$ cat src/rtl/cfgwin_pkg.sv
package cfgwin_pkg;

   typedef enum logic [0:0] {
      CYC_CFG = 1'b0,
      CYC_IO  = 1'b1
   } cyc_kind_e;

   typedef enum logic [0:0] {
      ST_IDLE = 1'b0,
      ST_BUSY = 1'b1
   } win_state_e;

endpackage

$ cat src/rtl/cfgwin_lane.sv
module cfgwin_lane #(
   parameter int DATA_W = 32,
   localparam int LANES = DATA_W / 8,
   localparam int LSB_W = $clog2(LANES),
   localparam int SZ_W  = $clog2(LSB_W + 1)
) (
   input  logic [SZ_W-1:0]   size,
   input  logic [LSB_W-1:0]  lane,
   input  logic [DATA_W-1:0] wr_in,
   input  logic [DATA_W-1:0] rd_in,
   output logic [LANES-1:0]  be,
   output logic [DATA_W-1:0] wr_out,
   output logic [DATA_W-1:0] rd_out
);

   logic [SZ_W-1:0]   eff;
   logic [LSB_W-1:0]  base;
   logic [DATA_W-1:0] rd_shift;

   always_comb begin
      eff  = (size > SZ_W'(LSB_W)) ? SZ_W'(LSB_W) : size;
      base = (lane >> eff) << eff;
   end

   assign wr_out   = wr_in << {base, 3'b000};
   assign rd_shift = rd_in >> {base, 3'b000};

   for (genvar i = 0; i < LANES; i++) begin : g_lane
      assign be[i] = ((LSB_W'(i) >> eff) == (lane >> eff));
      assign rd_out[8*i +: 8] = (i < (32'd1 << eff)) ? rd_shift[8*i +: 8] : 8'h00;
   end

   // the enables span exactly the access width
   always_comb begin
      assert_be_span_R6: assert ($countones(be) == (32'd1 << eff));
   end

endmodule

$ cat src/rtl/cfgwin_winmap.sv
module cfgwin_winmap #(
   parameter int WIN_BITS   = 32,
   parameter int PREFIX_W   = 4,
   parameter int MEM_PREFIX = 15,
   localparam int IDX_W     = $clog2(WIN_BITS),
   localparam int HI_W      = PREFIX_W + IDX_W
) (
   input  logic                clk,
   input  logic                rst_n,
   input  logic                wr_en,
   input  logic [WIN_BITS-1:0] wr_data,
   input  logic [HI_W-1:0]     probe_hi,
   output logic [WIN_BITS-1:0] win_q,
   output logic                claim
);

   if ((1 << IDX_W) != WIN_BITS) begin : g_bad_bits
      $error("WIN_BITS must be a power of two");
   end
   if (PREFIX_W < 1) begin : g_bad_prefix
      $error("window prefix must be at least one bit");
   end

   logic [PREFIX_W-1:0] prefix;
   logic [IDX_W-1:0]    slice;

   assign prefix = probe_hi[HI_W-1 -: PREFIX_W];
   assign slice  = probe_hi[IDX_W-1:0];

   always_ff @(posedge clk or negedge rst_n) begin
      if (!rst_n)     win_q <= '0;
      else if (wr_en) win_q <= wr_data;
   end

   assign claim = (prefix == PREFIX_W'(MEM_PREFIX)) && win_q[slice];

   assert_win_hold_R3: assert property (@(posedge clk) disable iff (!rst_n)
      !wr_en |=> $stable(win_q));

   assert_zero_no_claim_R3: assert property (@(posedge clk) disable iff (!rst_n)
      (win_q == '0) |-> !claim);

endmodule

$ cat src/rtl/cfgwin_seq.sv
module cfgwin_seq
   import cfgwin_pkg::*;
(
   input  logic clk,
   input  logic rst_n,
   input  logic host_req,
   input  logic is_data,
   input  logic dn_rsp,
   output logic launch,
   output logic busy,
   output logic rsp_done,
   output logic reg_done
);

   win_state_e state_q, state_d;

   assign busy     = (state_q == ST_BUSY);
   assign launch   = !busy && host_req && is_data;
   assign reg_done = !busy && host_req && !is_data;
   assign rsp_done = busy && dn_rsp;

   always_comb begin
      state_d = state_q;
      if (launch)   state_d = ST_BUSY;
      if (rsp_done) state_d = ST_IDLE;
   end

   always_ff @(posedge clk or negedge rst_n) begin
      if (!rst_n) state_q <= ST_IDLE;
      else        state_q <= state_d;
   end

   assert_busy_hold_R8: assert property (@(posedge clk) disable iff (!rst_n)
      (busy && !dn_rsp) |=> busy);

endmodule

$ cat src/rtl/cfgwin_bridge.sv
module cfgwin_bridge
   import cfgwin_pkg::*;
#(
   parameter int DATA_W     = 32,
   parameter int OFF_W      = 12,
   parameter int PORT_W     = 16,
   parameter int WIN_BITS   = 32,
   parameter int WIN_SHIFT  = 23,
   parameter int MEM_PREFIX = 15,
   parameter logic [OFF_W-1:0] OFF_WIN   = 'h060,
   parameter logic [OFF_W-1:0] OFF_TADDR = 'h064,
   parameter logic [OFF_W-1:0] OFF_CFG   = 'h068,
   parameter logic [OFF_W-1:0] OFF_IO    = 'h06C,
   localparam int LANES    = DATA_W / 8,
   localparam int LSB_W    = $clog2(LANES),
   localparam int SZ_W     = $clog2(LSB_W + 1),
   localparam int IDX_W    = $clog2(WIN_BITS),
   localparam int HI_W     = DATA_W - WIN_SHIFT,
   localparam int PREFIX_W = HI_W - IDX_W
) (
   input  logic              clk,
   input  logic              rst_n,
   input  logic              host_req,
   input  logic              host_we,
   input  logic [OFF_W-1:0]  host_off,
   input  logic [SZ_W-1:0]   host_size,
   input  logic [DATA_W-1:0] host_wdata,
   output logic              host_ready,
   output logic [DATA_W-1:0] host_rdata,
   output logic              dn_req,
   output logic              dn_kind,
   output logic              dn_we,
   output logic [DATA_W-1:0] dn_addr,
   output logic [LANES-1:0]  dn_be,
   output logic [DATA_W-1:0] dn_wdata,
   input  logic              dn_rsp,
   input  logic [DATA_W-1:0] dn_rdata,
   input  logic [HI_W-1:0]   mem_hi,
   output logic              mem_claim
);

   if (DATA_W % 8 != 0 || LANES < 2) begin : g_bad_width
      $error("DATA_W must be a multiple of 8 and at least 16");
   end
   if (WIN_BITS > DATA_W) begin : g_bad_win
      $error("window bitmap must fit in one data word");
   end
   if (PORT_W > DATA_W || PORT_W <= LSB_W) begin : g_bad_port
      $error("PORT_W out of range");
   end

   // ---- offset decode ----
   logic [OFF_W-LSB_W-1:0] word;
   logic sel_win, sel_taddr, sel_cfg, sel_io, is_data;

   assign word      = host_off[OFF_W-1:LSB_W];
   assign sel_win   = (word == OFF_WIN[OFF_W-1:LSB_W]);
   assign sel_taddr = (word == OFF_TADDR[OFF_W-1:LSB_W]);
   assign sel_cfg   = (word == OFF_CFG[OFF_W-1:LSB_W]);
   assign sel_io    = (word == OFF_IO[OFF_W-1:LSB_W]);
   assign is_data   = sel_cfg || sel_io;

   // ---- sequencing ----
   logic launch, busy, rsp_done, reg_done;

   cfgwin_seq u_seq (
      .clk      (clk),
      .rst_n    (rst_n),
      .host_req (host_req),
      .is_data  (is_data),
      .dn_rsp   (dn_rsp),
      .launch   (launch),
      .busy     (busy),
      .rsp_done (rsp_done),
      .reg_done (reg_done)
   );

   // ---- target address register ----
   logic [DATA_W-1:0] taddr_q;

   always_ff @(posedge clk or negedge rst_n) begin
      if (!rst_n)                             taddr_q <= '0;
      else if (reg_done && host_we && sel_taddr) taddr_q <= host_wdata;
   end

   // ---- window bitmap and claim lookup ----
   logic [WIN_BITS-1:0] win_q;

   cfgwin_winmap #(
      .WIN_BITS   (WIN_BITS),
      .PREFIX_W   (PREFIX_W),
      .MEM_PREFIX (MEM_PREFIX)
   ) u_winmap (
      .clk      (clk),
      .rst_n    (rst_n),
      .wr_en    (reg_done && host_we && sel_win),
      .wr_data  (host_wdata[WIN_BITS-1:0]),
      .probe_hi (mem_hi),
      .win_q    (win_q),
      .claim    (mem_claim)
   );

   // ---- lane steering, shared by launch and response ----
   logic [SZ_W-1:0]   size_q;
   logic [LSB_W-1:0]  lane_q;
   logic [LANES-1:0]  lane_be;
   logic [DATA_W-1:0] lane_wr, lane_rd;

   cfgwin_lane #(.DATA_W(DATA_W)) u_lane (
      .size   (busy ? size_q : host_size),
      .lane   (busy ? lane_q : host_off[LSB_W-1:0]),
      .wr_in  (host_wdata),
      .rd_in  (dn_rdata),
      .be     (lane_be),
      .wr_out (lane_wr),
      .rd_out (lane_rd)
   );

   // ---- downstream command capture ----
   cyc_kind_e         kind_q;
   logic              we_q;
   logic [DATA_W-1:0] addr_q, wdata_q;
   logic [LANES-1:0]  be_q;
   logic [DATA_W-1:0] cfg_addr, io_addr;

   assign cfg_addr = {taddr_q[DATA_W-1:LSB_W], {LSB_W{1'b0}}};
   assign io_addr  = {{(DATA_W-PORT_W){1'b0}}, taddr_q[PORT_W-1:LSB_W], {LSB_W{1'b0}}};

   always_ff @(posedge clk or negedge rst_n) begin
      if (!rst_n) begin
         kind_q  <= CYC_CFG;
         we_q    <= 1'b0;
         addr_q  <= '0;
         be_q    <= '0;
         wdata_q <= '0;
         lane_q  <= '0;
         size_q  <= '0;
      end else if (launch) begin
         kind_q  <= sel_io ? CYC_IO : CYC_CFG;
         we_q    <= host_we;
         addr_q  <= sel_io ? io_addr : cfg_addr;
         be_q    <= lane_be;
         wdata_q <= host_we ? lane_wr : '0;
         lane_q  <= host_off[LSB_W-1:0];
         size_q  <= host_size;
      end
   end

   assign dn_req   = busy;
   assign dn_kind  = kind_q;
   assign dn_we    = we_q;
   assign dn_addr  = addr_q;
   assign dn_be    = be_q;
   assign dn_wdata = wdata_q;

   // ---- host return path ----
   assign host_ready = reg_done || rsp_done;

   always_comb begin
      host_rdata = '0;
      if (rsp_done) begin
         host_rdata = lane_rd;
      end else if (reg_done && !host_we) begin
         if (sel_taddr)    host_rdata = taddr_q;
         else if (sel_win) host_rdata = DATA_W'(win_q);
      end
   end

   assert_req_stable_R8: assert property (@(posedge clk) disable iff (!rst_n)
      (dn_req && !dn_rsp) |=> (dn_req && $stable(dn_addr) && $stable(dn_be)
                               && $stable(dn_wdata) && $stable(dn_kind)));

   assert_one_cycle_R8: assert property (@(posedge clk) disable iff (!rst_n)
      (dn_req && dn_rsp) |=> !dn_req);

   assert_reg_fast_R10: assert property (@(posedge clk) disable iff (!rst_n)
      (host_req && !dn_req && !is_data) |-> host_ready);

endmodule

$ cat config.mk
export PLATFORM = sky130hd
export DESIGN_NAME = cfgwin_bridge
export DESIGN_NICKNAME = d
export VERILOG_FILES = /design/src/rtl/cfgwin_pkg.sv /design/src/rtl/cfgwin_lane.sv /design/src/rtl/cfgwin_winmap.sv /design/src/rtl/cfgwin_seq.sv /design/src/rtl/cfgwin_bridge.sv
export SDC_FILE = /design/constraint.sdc
export NUM_CORES = 1
export LEC_CHECK = 0
export BUFFER_PORTS_ARGS = -buffer_cell sky130_fd_sc_hd__buf_4
export CORE_MARGIN = 3
export CORE_UTILIZATION = 28
export DETAILED_ROUTE_END_ITERATION = 6
export SYNTH_ARGS = -nofsm -noshare
export SYNTH_HDL_FRONTEND = slang
export SYNTH_HIERARCHICAL = 1
export SYNTH_SLANG_ARGS = --single-unit
$ cat constraint.sdc
create_clock -name clk -period 7.84 [get_ports clk]
set_clock_uncertainty 0.1 [all_clocks]
set_input_delay 0.784 -clock clk [delete_from_list [all_inputs] [get_ports clk]]
set_output_delay 0.784 -clock clk [all_outputs]
set_load 0.03 [all_outputs]
==> metrics.yaml, run 1 <==
status:
  status: "complete, no violations"
placed_design:
  gp_congestion: 0.8864
  place_hpwl_mm: 20.49
  io_buffer_count: 194
  placed_area_sq_um: 9390
  place_ws_ns: 3.286
worst_setup_path:
  worst-path-buf-inv: 1
  cpPeakStageDelay_ns: 0.73
  crit_path_start_kind: "flip-flop"
  criticalPathCategory: "flip-flop to output pin"
  slowest_stage: "nor2b_4"
  critPathRequiredTime_ns: 6.96
  worstPathMaxFanout: 35
  cp_top_family: "multiplexers"
  critPathCaptureType: "output pin"
  cp.arrival_ns: 3.92
  cp_cell_sequence: "mux2_2, nand2b_1, ha_1, nor2b_4, mux4_1, nand2_1, o221ai_1, buf_4"
grt:
  grt_pass1_vias: 6259
  grt-ovfl-total: 0
  grt.total_usage: 0.1808
  antenna_found_initial: 1
  grt_max_degree: 70
  grt_pass1_wl_mm: 40.79
cells_and_area:
  final_cell_mix: "200 x buf_4, 137 x dfrtp_1, 99 x inv_1"
  area_growth_pct: 29.17
  final_common_cell: "buf_4"
  stdcell_area_sq_um: 10030
  antenna_cells: 0
  final_layout_size_suffix_gt1_frac: 0.3908
  nNetsFinal: 974
sta:
  setup_slack_ns: 3.039
  worst_slew_pin_slew_ns: 1.202
  period_needed_ns: 4.801
  slew_headroom: 0.1987
  setup_tns_ns: 0
  grt_setup_unrepaired: "false"
  final_hold_viol_count: 0
  max_freq_mhz: 208.3
  post-route-period-util: 0.6124
  slew_viol_final: 0
  setup_violations: 0
route:
  wl_met3_mm: 2.084
  vias: 6150
  drt_iter0_markers: 502
  wl_met1_mm: 11.94
  wire_per_inst_um: 21.55
  top_layer_used: "met5"
  antenna_left: 0
  dr_wl_met2_mm: 12.35
  drt-total-wl_mm: 27.26
  vias_per_cell: 4.862
  drt-pass1-iter-count: 5
  route.detailed.drc: 0
job:
  max_cap_violations: 0
clocking:
  cts_buffers: 17
  clk_pin_slew_ns: 0.06
  cts-htree-levels: 4
  numClockSinks: 137
  cts_setup_buffers: 0
  cts_tree: "done"
  insertion_delay_ns: 0.42
  root_buffer: "clkbuf_16"
  cts-resized-gates: 0
  clockBufferDepth: 2
  hold_buffers: 0
die:
  die_y_um: 172.6
  core_sq_um: 27100
  die_w_um: 172.6
  fp-row-count: 60
  start_util: 0.2866
  die_area_sq_um: 29780
  io_pins: 197
power:
  irDropWorstVdd_mv: 0.1223
  p_per_area_nw_per_um2: 180.9
  leakagePower_nw: 4.680
synth:
  synth-warning-count: 6
  synth_seq_cells: 137
  syn_avg_cell_area_sq_um: 10.88
  ys_seq_area_frac: 0.4414
  synth_cell_type_count: 52
  synthCells: 714
  netlist_area_sq_um: 7767
hold_path:
  hold_path.class: "primary input to asynchronous set/reset pin"
-- cell usage after synthesis (all sizes together) --
| library cell | n | area share |
|---|---|---|
| dfrtp | 137 | 0.44 |
| inv | 99 | 0.048 |
| mux2 | 94 | 0.15 |
| nand2 | 52 | 0.025 |
| mux2i | 44 | 0.057 |
| buf | 34 | 0.037 |
| o21ai | 34 | 0.022 |
| o221ai | 33 | 0.037 |
| nand3 | 32 | 0.021 |
| and2 | 26 | 0.021 |
| nor2 | 23 | 0.012 |
| clkbuf | 20 | 0.011 |
| a21oi | 17 | 0.011 |
| mux4 | 15 | 0.046 |
| a22oi | 8 | 0.0077 |
| a32oi | 8 | 0.0090 |
| o2bb2ai | 8 | 0.0090 |
| nand2b | 3 | 0.0034 |
| nor3b | 3 | 0.0042 |
| and3 | 2 | 0.0018 |
| nand4 | 2 | 0.0016 |
| nor2b | 2 | 0.0035 |
| nor4 | 2 | 0.0035 |
| or2 | 2 | 0.0016 |
| a21o | 1 | 0.00097 |
| a31oi | 1 | 0.00081 |
| and4 | 1 | 0.0013 |
| and4b | 1 | 0.0013 |
| and4bb | 1 | 0.0016 |
| conb | 1 | 0.00048 |
| ha | 1 | 0.0016 |
| nand4b | 1 | 0.0011 |
| nor3 | 1 | 0.00064 |
| nor4bb | 1 | 0.0013 |
| o22ai | 1 | 0.00081 |
| o311a | 1 | 0.0013 |
| o31a | 1 | 0.0011 |
| or2b | 1 | 0.00097 |
-- worst register-to-register path: stages (launching register included) --
cell,delay (ns)
dfrtp_1,0.58
mux2_2,0.66
nand2b_1,0.20
ha_1,0.29
nor2b_4,0.73
nand2_1,0.13
a21oi_1,0.25
nand3_1,0.10
o21ai_0,0.09
-- sequential cells by signal, summed over array words and instances (netlist names) --
name            flops
dn_addr            30
dn_wdata           32
dn_we               1
u_seq/busy          1
u_winmap/win_q     32
dn_be               4
size_q              2
lane_q              2
taddr_q            32
dn_kind             1
-- power by group --
group	internal (W)	total (W)	leakage, nW	switching [W]
clock	0.000572	0.000887	0.306	0.000315
sequential	0.000719	0.000727	1.75	0.00000729
combinational	0.0000809	0.000201	2.62	0.000120
total	0.00137	0.00181	4.68	0.000442
-- path summary, 6_finish.rpt --
kind	startpoint	endpoint	slack (ns)	cells after the start
setup / recovery	u_seq/busy	host_rdata[1]	3.04	8
hold / removal	rst_n	dn_we	0.26	1
setup reg to reg	u_seq/busy	dn_wdata[15]	4.64	8
hold reg to reg	dn_kind	dn_kind	0.40	1
max in group asynchronous	rst_n	dn_addr[13]	6.02	2
min in group clk	dn_kind	dn_kind	0.40	1
-- routing by layer --
layer	up-vias	track usage
met5	-	0
met4	2	0.07570
met3	40	0.04633
met2	269	0.2750
met1	3018	0.2455
li1	2821	-
-- layout make-up --
cell class / instances / area [sq um]
clock buffer: 20 / 446.7
clock inverter: 11 / 196.4
fill: 2699 / 17070
inverter: 99 / 371.6
multi-input combinational: 425 / 3612
sequential: 137 / 3428
tap: 372 / 465.4
timing repair buffer: 201 / 1513
-- logic make-up (layout without fill, tap and decap cells) --
kind of cell / count (synthesis) / in the layout / synth area share
muxes: 153 / 153 / 0.2534
and+or+nand+nor: 156 / 156 / 0.1063
DFF: 137 / 137 / 0.4414
buffers and inverters: 153 / 331 / 0.09601
AOI/OAI and AO/OA: 113 / 113 / 0.1008
other: 1 / 2 / 0.0004828
adders and majority gates: 1 / 1 / 0.001611
-- metrics by stage --
stage / utilization / std cells / hold slack (ns) / power, W
2_1_floorplan: - / 715 / 0.3749 / 0.0008350
3_3_place_gp: 0.3465 / 1234 / 0.3668 / 0.0009385
3_5_place_dp: 0.3465 / 1234 / 0.3966 / 0.0009401
4_1_cts: 0.3702 / 1265 / 0.2760 / 0.001835
5_1_grt: 0.3702 / 1265 / 0.2876 / 0.001876
6_report: 0.3702 / 1265 / 0.2552 / 0.001815
Note: power is estimated with default switching activity, not from simulation.
==> run 2: changes to the inputs <==
- clock period: 7.84 -> 5 ns (I/O delays scaled with it)
==> metrics.yaml, run 2 (synthesis gave the netlist of run 1 again) <==
grt:
  grt.total_usage: 0.1806
  antenna_found_initial: 1
  grt_pass1_wl_mm: 40.65
  grt_pass1_vias: 6287
  grt-ovfl-total: 0
  grt_max_degree: 98
cells_and_area:
  stdcell_area_sq_um: 9950
  area_growth_pct: 28.09
  final_common_cell: "buf_4"
  instances_no_fill: 1268
  fin_util: 0.3671
  final_layout_size_suffix_gt1_frac: 0.3929
  final_cell_mix: "202 x buf_4, 137 x dfrtp_1, 99 x inv_1"
  antenna_cells: 0
  nNetsFinal: 976
status:
  status: "complete, no violations"
sta:
  final_hold_viol_count: 0
  slew_headroom: 0.1796
  setup_tns_ns: 0
  slew_viol_final: 0
  worst_slew_pin_slew_ns: 1.231
  grt_setup_unrepaired: "false"
  holdWs_ns: 0.06175
  post-route-period-util: 0.8685
  max_freq_mhz: 230.3
  period_needed_ns: 4.343
  setup_violations: 0
worst_setup_path:
  critPathRequiredTime_ns: 4.40
  cpPeakStageDelay_ns: 0.68
  worst-path-buf-inv: 1
  worstPathMaxFanout: 35
  r2r_setup_slack_ns: 1.77
  criticalPathCategory: "flip-flop to output pin"
  slowest_stage: "mux2_2"
  critPathCaptureType: "output pin"
  cp_top_family: "multiplexers"
  cp.arrival_ns: 3.74
  crit_path_start_kind: "flip-flop"
  cp_cell_sequence: "mux2_2, nand2b_1, ha_1, nor2b_4, mux4_1, nand2_1, o221ai_1, buf_4"
power:
  leakagePower_nw: 4.656
  power.switching_w: 0.0007070
  switching_share: 0.2681
  irDropWorstVdd_mv: 0.2064
  p_seq_frac: 0.432
  p_per_area_nw_per_um2: 265.0
  p_int_w: 0.001930
  p_clk_frac: 0.450
  pwr-share-comb: 0.118
die:
  die_w_um: 172.6
  start_util: 0.2866
  die_y_um: 172.6
  io_pins: 197
  core_sq_um: 27100
  die_area_sq_um: 29780
  fp-row-count: 60
route:
  top_layer_used: "met5"
  vias_per_cell: 4.809
  drt-total-wl_mm: 27.52
  wl_met1_mm: 12.71
  wire_per_inst_um: 21.70
  vias: 6098
  drt-pass1-iter-count: 5
  route.detailed.drc: 0
  dr_wl_met2_mm: 12.89
  wl_met3_mm: 1.322
  drt_iter0_markers: 463
  antenna_left: 0
hold_path:
  hold_path.class: "primary input to asynchronous set/reset pin"
clocking:
  hold_buffers: 0
  insertion_delay_ns: 0.42
  root_buffer: "clkbuf_16"
  cts_tree: "done"
  cts-htree-levels: 4
  cts-resized-gates: 0
  cts_setup_buffers: 0
  clk_pin_slew_ns: 0.06
  cts_buffers: 17
  numClockSinks: 137
  clockBufferDepth: 2
placed_design:
  gp_congestion: 0.8547
  numPlacedInstances: 1236
  io_buffer_count: 194
  placed_area_sq_um: 9405
  place_hpwl_mm: 20.86
job:
  max_cap_violations: 0
==> run 2: routing by layer <==
metal | track usage | vias up
met2 | 0.2869 | 200
li1 | - | 2814
met4 | 0.05069 | 2
met5 | 0 | -
met1 | 0.2497 | 3050
met3 | 0.03953 | 32
==> run 2: final timing paths <==
kind,start,end,cells past startpoint
max in group asynchronous,rst_n,dn_addr[2],2
min,rst_n,dn_we,1
max,u_seq/busy,host_rdata[1],8
max reg2reg,u_seq/busy,dn_wdata[15],9
min reg2reg,dn_kind,dn_kind,1
min in group clk,dn_rsp,u_seq/busy,2
==> run 2: layout make-up <==
cell class,count,area [sq um]
Clock inverter,10,70.07
Timing Repair Buffer,203,1528
Sequential cell,137,3428
Clock buffer,22,474.2
Fill cell,2686,17150
Inverter,99,371.6
Multi-Input combinational cell,425,3612
Tap cell,372,465.4
==> run 2: power groups by stage <==
stage | clock [W] | combinational (W) | sequential, W
detailed placement | 0 | 0.000313 | 0.00116
finish | 0.00119 | 0.000312 | 0.00114
global placement | 0 | 0.000312 | 0.00116
CTS | 0.00121 | 0.000314 | 0.00114
global route | 0.00126 | 0.000336 | 0.00114
floorplan | 0 | 0.000124 | 0.00119
==> run 2: through the flow <==
| stage | total power, W | worst slack, ns |
|---|---|---|
| after floorplan | 0.001309 | 1.472 |
| after global placement | 0.001470 | 1.220 |
| after detailed placement | 0.001472 | 1.108 |
| after CTS | 0.002660 | 0.6279 |
| after global routing | 0.002733 | 0.4343 |
| final | 0.002637 | 0.6575 |
==> run 2: worst reg2reg max path, cell delays in order (launching register included) <==
cell and delay [ns]:
dfrtp_1 0.59, mux2_2 0.68, nand2b_1 0.20, ha_1 0.28
nor2b_4 0.45, buf_4 0.31, nand2_1 0.07, a21oi_1 0.25
nand3_1 0.12, o21ai_0 0.10
==> run 3: changes to the inputs <==
- CAP_MARGIN: not set -> 20
- CTS_CLUSTER_DIAMETER: not set -> 40
- PLACE_DENSITY: not set -> 0.52
==> metrics.yaml, run 3 (synthesis gave the netlist of run 1 again) <==
status:
  status: "complete, no violations"
grt:
  antenna_found_initial: 1
  grt-ovfl-total: 0
  grt.total_usage: 0.1808
  grt_pass1_wl_mm: 41.17
  grt_pass1_vias: 6323
  grt_max_degree: 107
route:
  drt_iter0_markers: 367
  route.detailed.drc: 0
  vias: 6036
  wire_per_inst_um: 21.29
  vias_per_cell: 4.749
  antenna_left: 0
  drt-pass1-iter-count: 5
  drt-total-wl_mm: 27.06
clocking:
  cts_buffers: 17
  cts_setup_buffers: 0
  cts-htree-levels: 4
  cts-resized-gates: 0
  numClockSinks: 137
  insertion_delay_ns: 0.42
  root_buffer: "clkbuf_16"
  hold_buffers: 0
  cts_tree: "done"
  clk_pin_slew_ns: 0.06
  clockBufferDepth: 2
sta:
  setup_violations: 0
  slew_headroom: 0.4706
  period_needed_ns: 4.254
  worst_slew_pin_slew_ns: 0.7942
  setup_tns_ns: 0
  slew_viol_final: 0
  grt_setup_unrepaired: "false"
  max_freq_mhz: 235.1
  post-route-period-util: 0.8508
  final_hold_viol_count: 0
die:
  die_y_um: 172.6
  fp-row-count: 60
  core_sq_um: 27100
  die_w_um: 172.6
  start_util: 0.2866
  die_area_sq_um: 29780
  io_pins: 197
worst_setup_path:
  critPathRequiredTime_ns: 4.40
  worstPathMaxFanout: 35
  setup.worst_path.end: "host_rdata[1]"
  criticalPathCategory: "flip-flop to output pin"
  r2r_setup_slack_ns: 1.81
  timing.rr.end: "dn_wdata[7]"
  r2r_cells: 8
  critPathLaunch: "u_seq/busy"
  crit_path_start_kind: "flip-flop"
  critPathCaptureType: "output pin"
  r2r-start: "u_seq/busy"
  cp.arrival_ns: 3.65
job:
  max_cap_violations: 0
power:
  p_total_w: 0.002890
  irDropWorstVdd_mv: 0.1814
  leakagePower_nw: 4.730
  p_per_area_nw_per_um2: 285.7
hold_path:
  hold_path.class: "primary input to flip-flop"
cells_and_area:
  n_fill_cell: 2785
  area_growth_pct: 30.24
  nNetsFinal: 979
  final_layout_size_suffix_gt1_frac: 0.3942
  final_cell_mix: "203 x buf_4, 137 x dfrtp_1, 99 x inv_1"
  final_common_cell: "buf_4"
placed_design:
  place_hpwl_mm: 20.46
  gp_congestion: 0.8231
  io_buffer_count: 194
## run 3: cell count changes in the layout (fill, tap and decap cells not counted), moves of 2 or more
cell,previous run,this run
clkbuf_8,3,1
bufinv_16,0,6
clkinv_2,5,3
clkinv_4,3,1
## run 3: worst min path at each step
stage          startpoint          end  slack [ns]  depth (start not counted)
6_report           dn_rsp   u_seq/busy        0.16                          2
4_1_cts            dn_rsp   u_seq/busy        0.14                          2
5_1_grt            dn_rsp   u_seq/busy        0.15                          2
2_1_floorplan       rst_n  dn_addr[10]        0.10                          0
3_3_place_gp      dn_kind      dn_kind        0.37                          1
3_5_place_dp      dn_kind      dn_kind        0.37                          1
## run 3: layout make-up
class | count | area [sq um] | share of cell area
inverter | 99 | 371.6 | 0.03673
timing repair buffer | 206 | 1573 | 0.1555
sequential | 137 | 3428 | 0.3389
clock inverter | 12 | 220.2 | 0.02177
clock buffer | 19 | 442.9 | 0.04378
antenna | 1 | 2.502 | 0.0002474
tap | 372 | 465.4 | 0.04601
multi-input combinational | 425 | 3612 | 0.3571
## run 3: per-stage QoR
step	setup WS, ns	cells	hold slack, ns	util	cell area [sq um]
3_5_place_dp	1.152	1237	0.3724	0.3473	9413
2_1_floorplan	1.472	715	0.1044	-	7771
6_report	0.7462	1271	0.1621	0.3733	10120
3_3_place_gp	1.253	1237	0.3661	0.3473	9413
4_1_cts	0.7004	1268	0.1431	0.3718	10080
5_1_grt	0.4822	1270	0.1483	0.3732	10110
## run 3: layer usage
metal  GRT usage  vias up  routed length [um]
met2      0.2897      180               12810
met3     0.04721       20                1656
met1      0.2465     2997               12310
met5           0        -                  13
met4     0.04224        2                 272
li1            -     2837                   -
## run 3: power breakdown
| group | switching [W] | internal, W | total, W |
|---|---|---|---|
| sequential | 0.0000112 | 0.00113 | 0.00114 |
| clock | 0.000490 | 0.000946 | 0.00144 |
| combinational | 0.000185 | 0.000130 | 0.000315 |
| total | 0.000686 | 0.00220 | 0.00289 |
## run 3: critical path: stages, from the launching register on
cell and delay, ns:
dfrtp_1 0.57, mux2_2 0.67, nand2b_1 0.19, ha_1 0.29, nor2b_4 0.47, mux4_1 0.61, nand2_1 0.08, o221ai_1 0.14
buf_4 0.21
